$ cat src/rtl/hb_pkg.sv
package hb_pkg;

    typedef enum logic {
        SIDE_HI = 1'b0,
        SIDE_LO = 1'b1
    } side_e;

    typedef struct packed {
        logic hi;
        logic lo;
    } pair_t;

    localparam int unsigned DEF_SYNC_STAGES = 2;
    localparam int unsigned DEF_DEAD_CYC    = 32;

    // Which side may conduct given the commands and supply flags alone.
    function automatic pair_t resolve_request(pair_t cmd, logic uv_lo, logic uv_hi);
        pair_t r;
        r.hi = cmd.hi & ~cmd.lo & ~uv_lo & ~uv_hi;
        r.lo = cmd.lo & ~cmd.hi & ~uv_lo;
        return r;
    endfunction

    // Next state of one gate: hold if on, start only when the other is off
    // and either the gap has elapsed or this side was the last to turn off.
    function automatic logic gate_next(logic want, logic own_on, logic other_on,
                                       logic gap_done, logic self_last);
        return want & (own_on | (~other_on & (gap_done | self_last)));
    endfunction

endpackage

$ cat src/rtl/hb_sync.sv
module hb_sync #(
    parameter int unsigned W      = 2,
    parameter int unsigned STAGES = 2
) (
    input  logic         clk,
    input  logic         rst,
    input  logic [W-1:0] d,
    output logic [W-1:0] q
);
    logic [STAGES-1:0][W-1:0] stg;

    generate
        if (STAGES == 1) begin : g_single
            always_ff @(posedge clk) begin
                if (rst) stg <= '0;
                else     stg <= d;
            end
        end else begin : g_chain
            always_ff @(posedge clk) begin
                if (rst) stg <= '0;
                else     stg <= {stg[STAGES-2:0], d};
            end
        end
    endgenerate

    assign q = stg[STAGES-1];

    // the synchronizer is empty one edge after reset.
    p_sync_clear_r8: assert property (@(posedge clk) rst |=> (q == '0));
endmodule

$ cat src/rtl/hb_gap_timer.sv
module hb_gap_timer #(
    parameter int unsigned DEAD_CYC = 32
) (
    input  logic clk,
    input  logic rst,
    input  logic start,
    output logic done
);
    localparam int unsigned   CW   = $clog2(DEAD_CYC + 1);
    localparam logic [CW-1:0] LOAD = CW'(DEAD_CYC - 1);
    localparam logic [CW-1:0] ONE  = CW'(1);

    logic [CW-1:0] cnt;

    always_ff @(posedge clk) begin
        if (rst)               cnt <= '0;
        else if (start)        cnt <= LOAD;
        else if (cnt != '0)    cnt <= cnt - ONE;
    end

    assign done = (cnt == '0);

    // a running gap only shrinks until restarted.
    p_gap_shrinks_r4: assert property (@(posedge clk) disable iff (rst)
        (!done && !start) |=> (cnt < $past(cnt)));
    // reset leaves the gap elapsed.
    p_gap_reset_r8: assert property (@(posedge clk) rst |=> done);
endmodule

$ cat src/rtl/hb_gate_core.sv
module hb_gate_core
    import hb_pkg::*;
(
    input  logic  clk,
    input  logic  rst,
    input  pair_t cmd,
    input  logic  uv_lo,
    input  logic  uv_hi,
    input  logic  gap_done,
    output pair_t gate,
    output logic  boot,
    output logic  gap_start
);
    pair_t want;
    pair_t nxt;
    pair_t gate_q;
    logic  boot_q;
    side_e last_q;
    logic  fell_hi;
    logic  fell_lo;

    always_comb begin
        want   = resolve_request(cmd, uv_lo, uv_hi);
        nxt.hi = gate_next(want.hi, gate_q.hi, gate_q.lo, gap_done, last_q == SIDE_HI);
        nxt.lo = gate_next(want.lo, gate_q.lo, gate_q.hi, gap_done, last_q == SIDE_LO);
        fell_hi   = gate_q.hi & ~nxt.hi;
        fell_lo   = gate_q.lo & ~nxt.lo;
        gap_start = fell_hi | fell_lo;
    end

    always_ff @(posedge clk) begin
        if (rst) begin
            gate_q <= '0;
            boot_q <= 1'b0;
            last_q <= SIDE_HI;
        end else begin
            gate_q <= nxt;
            boot_q <= nxt.lo;
            if (fell_hi)      last_q <= SIDE_HI;
            else if (fell_lo) last_q <= SIDE_LO;
        end
    end

    assign gate = gate_q;
    assign boot = boot_q;

    // both commands high forces both gates off.
    p_both_off_r2: assert property (@(posedge clk) disable iff (rst)
        (cmd.hi && cmd.lo) |=> (!gate_q.hi && !gate_q.lo));
    // never both on.
    p_exclusive_r3: assert property (@(posedge clk) disable iff (rst)
        !(gate_q.hi && gate_q.lo));
    // low-side supply fault clears both gates.
    p_uv_lo_r5: assert property (@(posedge clk) disable iff (rst)
        uv_lo |=> (!gate_q.hi && !gate_q.lo));
    // floating supply fault clears the upper gate.
    p_uv_hi_r6: assert property (@(posedge clk) disable iff (rst)
        uv_hi |=> !gate_q.hi);
    // charge enable tracks the lower gate.
    p_boot_track_r7: assert property (@(posedge clk) disable iff (rst)
        boot_q == gate_q.lo);
endmodule

$ cat src/rtl/hb_gate_ctrl.sv
module hb_gate_ctrl
    import hb_pkg::*;
#(
    parameter int unsigned DEAD_CYC    = DEF_DEAD_CYC,
    parameter int unsigned SYNC_STAGES = DEF_SYNC_STAGES
) (
    input  logic clk,
    input  logic rst,
    input  logic hi_cmd,
    input  logic lo_cmd,
    input  logic lo_supply_uv,
    input  logic hi_supply_uv,
    output logic hi_gate,
    output logic lo_gate,
    output logic boot_chg
);
    localparam int unsigned MW = $clog2(DEAD_CYC + 1);
    localparam logic [MW-1:0] MAXV = MW'(DEAD_CYC);
    localparam logic [MW-1:0] ONE  = MW'(1);

    logic [1:0] cmd_sync;
    pair_t      cmd_s;
    pair_t      gate_s;
    logic       gap_done;
    logic       gap_start;

    hb_sync #(.W(2), .STAGES(SYNC_STAGES)) u_sync (
        .clk (clk),
        .rst (rst),
        .d   ({hi_cmd, lo_cmd}),
        .q   (cmd_sync)
    );

    assign cmd_s.hi = cmd_sync[1];
    assign cmd_s.lo = cmd_sync[0];

    hb_gap_timer #(.DEAD_CYC(DEAD_CYC)) u_gap (
        .clk   (clk),
        .rst   (rst),
        .start (gap_start),
        .done  (gap_done)
    );

    hb_gate_core u_core (
        .clk       (clk),
        .rst       (rst),
        .cmd       (cmd_s),
        .uv_lo     (lo_supply_uv),
        .uv_hi     (hi_supply_uv),
        .gap_done  (gap_done),
        .gate      (gate_s),
        .boot      (boot_chg),
        .gap_start (gap_start)
    );

    assign hi_gate = gate_s.hi;
    assign lo_gate = gate_s.lo;

    // Independent off-time counters used only by the deadtime checks.
    logic [MW-1:0] off_lo_cyc;
    logic [MW-1:0] off_hi_cyc;

    always_ff @(posedge clk) begin
        if (rst) begin
            off_lo_cyc <= MAXV;
            off_hi_cyc <= MAXV;
        end else begin
            if (lo_gate)                 off_lo_cyc <= '0;
            else if (off_lo_cyc != MAXV) off_lo_cyc <= off_lo_cyc + ONE;
            if (hi_gate)                 off_hi_cyc <= '0;
            else if (off_hi_cyc != MAXV) off_hi_cyc <= off_hi_cyc + ONE;
        end
    end

    // opposite gate waits the full gap in both directions.
    p_gap_lo2hi_r4: assert property (@(posedge clk) disable iff (rst)
        $rose(hi_gate) |-> (off_lo_cyc >= MAXV));
    p_gap_hi2lo_r4: assert property (@(posedge clk) disable iff (rst)
        $rose(lo_gate) |-> (off_hi_cyc >= MAXV));
endmodule

$ cat config.mk
export PLATFORM = sky130hd
export DESIGN_NAME = hb_gate_ctrl
export DESIGN_NICKNAME = d
export VERILOG_FILES = /design/src/rtl/hb_pkg.sv /design/src/rtl/hb_sync.sv /design/src/rtl/hb_gap_timer.sv /design/src/rtl/hb_gate_core.sv /design/src/rtl/hb_gate_ctrl.sv
export SDC_FILE = /design/constraint.sdc
export NUM_CORES = 1
export LEC_CHECK = 0
export ABC_CLOCK_PERIOD_IN_PS = 3100
export CAP_MARGIN = 10
export CORE_AREA = 2 2 39 41
export DETAILED_ROUTE_END_ITERATION = 10
export DIE_AREA = 0 0 41 43
export PLACE_DENSITY = 0.74
export SLEW_MARGIN = 20
export SYNTH_ARGS = -nofsm -noshare
export SYNTH_HDL_FRONTEND = slang
export SYNTH_HIERARCHICAL = 1
export SYNTH_SLANG_ARGS = --single-unit
$ cat constraint.sdc
create_clock -name clk -period 3.1 [get_ports clk]
set_input_delay 0.465 -clock clk [delete_from_list [all_inputs] [get_ports clk]]
set_output_delay 0.465 -clock clk [all_outputs]
set_load 0.01 [all_outputs]
==> metrics.csv <==
metric,value,unit
root_buffer,clkbuf_4,
clkTransAtPathRegs,80,ps
slowest_delay,570,ps
grt_overflow_total,0,
cts_sinks,13,
synth_area_per_cell,10.1,um2
synthArstFlopShare,0,%
ctsHoldBuffers,0,
cts_setup_buffers,0,
yosysUniqueCellTypes,28,
drv_slew,0,
antenna_found_initial,0,
place.gp.congestion,0.841,
clockBufferDepth,2,
drive_gt1_share,14.3,%
via_per_inst,5.74,
p_total,0.617,mW
area_growth,14.8,%
n_antenna_cell,0,
seqPwrFrac,42.5,%
cp-start-kind,primary input,
vias,494,
die_w,41,um
cp_num_buf_inv,1,
grt_max_degree,15,
drc,0,
drv_cap,0,
rrSetupSlack,1360,ps
cts_resized,0,
synth_enable_flop_cells,0,
firstDrtPassIters,4,
arrival,2280,ps
finClkSkew,5.00,ps
power.share.clock,17.4,%
ant_nets,0,
grt_use_total,16.0,%
hold_viol,0,
worst_pin_slew,491,ps
die_h,43,um
sw_frac_of_total,41.0,%
start_util,45.3,%
nets,79,
grt_pass1_wl,1860,um
fmax,477,MHz
cts_buffers,3,
row_count,14,
cp_max_fo,5,
crit_path_end_kind,flip-flop,
period_share,67.6,%
ys_seq_area_share,41.5,%
synth-seq-cells,13,
dieArea,1760,um2
pin_count,9,
routed_wl,1110,um
outcome,finished clean,
vdd_drop_max,0.428,mV
drt-wirelength-per-cell,12.9,um
slew_headroom,67.2,%
critPathRequiredTime,3280,ps
utilization,52.0,%
intPower,0.364,mW
port_buffers,8,
synthesis.nets,70,
synth-main-ff-cell,dfxtp_1,
post-route-min-period,2100,ps
crit_slowest_cell,or4b_4,
hp-class,reg -> reg,
path_cells,clkdlybuf4s50_1 > or4b_4 > a22o_1 > nor2_1 > nand2_1 > o41ai_2,
htreeDepth,1,
first_iter_violations,6,
cts_tree,done,
combPwrFrac,40.1,%
grt_pass1_vias,439,
rsz0062_at_grt,no,
coreArea,1380,um2
dp_hpwl,806,um
synth_warnings,6,
finalSetupViolations,0,
clock_insertion_delay_worst_skew,280,ps
final.setup.tns,0,ps
leakagePower,0.256,nW
power.density,858,nW/um2
crit_family,simple AND/OR/NAND/NOR gates,
syn_area,627,um2
crit_type,in -> reg,
syn_inst,62,
switchingPower,0.253,mW
## path summary, 6_finish.rpt
kind,cells after the start,start,end
worst max register to register,5,u_sync/q[0],u_gap/cnt[5]
worst min register to register,1,u_sync/stg[0],u_sync/q[0]
worst max-delay path,6,lo_supply_uv,u_gap/cnt[5]
worst min-delay path,1,u_sync/stg[0],u_sync/q[0]
## power groups by stage
| stage | clock, mW | combinational [mW] | sequential, mW |
|---|---|---|---|
| after detailed placement | 0 | 0.244 | 0.265 |
| final | 0.108 | 0.247 | 0.262 |
| after global placement | 0 | 0.236 | 0.262 |
| after CTS | 0.111 | 0.246 | 0.261 |
| after floorplan | 0 | 0.225 | 0.253 |
| after global routing | 0.116 | 0.279 | 0.270 |
## layout by cell type (no fill, tap or decap)
cell type	synthesis	layout
a211oi_1	1	1
a211oi_2	1	1
a21oi_1	3	3
a22o_1	1	1
a311oi_1	2	2
a31o_2	2	2
a31oi_1	2	2
clkbuf_1	0	1
clkbuf_4	0	3
clkdlybuf4s50_1	0	8
dfxtp_1	13	13
ha_1	2	2
inv_1	5	5
nand2_1	1	1
nand2b_1	2	2
nand4b_1	1	1
nor2_1	4	4
nor2b_1	4	4
nor3_1	1	1
nor4_1	2	2
o2111ai_1	1	1
o21bai_1	1	1
o22ai_1	1	1
o311ai_4	1	1
o31ai_1	2	2
o41ai_2	1	1
or3_1	2	2
or3b_2	1	1
or4b_4	1	1
## worst register-to-register path: cells and delay by family, from the launching register on
family             cells  cell delay [ps]
AOI/OAI and AO/OA      2              500
DFF                    1              320
and+or+nand+nor        3              830
## stage by stage
step,setup WS (ps),instance area [um2],hold slack [ps],std cells
4_1_cts,1010,719,443,86
5_1_grt,927,719,462,86
2_1_floorplan,1250,627,414,62
3_5_place_dp,722,693,424,82
3_3_place_gp,784,693,417,82
6_report,1000,719,445,86
## flip-flops by register name, indices dropped and copies added, names as in the netlist
signal / count
u_gap/cnt: 6
u_sync/q: 2
u_sync/stg: 2
u_core/boot: 1
u_core/gate: 1
u_core/last_q: 1
## synth_stat cells, drive strengths merged, types with 2 or more instances
| master | instances | area (um2) |
|---|---|---|
| a211oi | 2 | 20.0 |
| a21oi | 3 | 15.0 |
| a311oi | 2 | 17.5 |
| a31o | 2 | 17.5 |
| a31oi | 2 | 12.5 |
| buf | 4 | 33.8 |
| dfxtp | 13 | 260 |
| ha | 2 | 25.0 |
| inv | 5 | 18.8 |
| nand2b | 2 | 12.5 |
| nor2 | 4 | 15.0 |
| nor2b | 4 | 25.0 |
| nor4 | 2 | 12.5 |
| o31ai | 2 | 15.0 |
| or3 | 2 | 12.5 |
## per-layer routing
metal,vias to the layer above,global-route usage (%),part of all wire (%)
li1,249,-,-
met1,229,21.4,47
met2,12,21.6,45
met3,4,4.71,4.6
met4,0,10.0,3.2
met5,-,0,0
## cells by family after synthesis
family,Yosys count,share of synthesized area [%]
AO/OA/AOI/OAI,19,27.3
flip-flops,13,41.5
adder cells (fa/ha/maj),2,3.99
AND/OR/NAND/NOR,19,18.8
buffers and inverters,9,8.38
## layout make-up
class                   count  area, um2
clock buffers               4       26.3
fillers                   130        664
inverters                   5       18.8
multi-input cells          40        314
flip-flops and latches     13        260
well taps                  16       20.0
repair buffers              8       80.1
(Power assumes the default switching activity.)
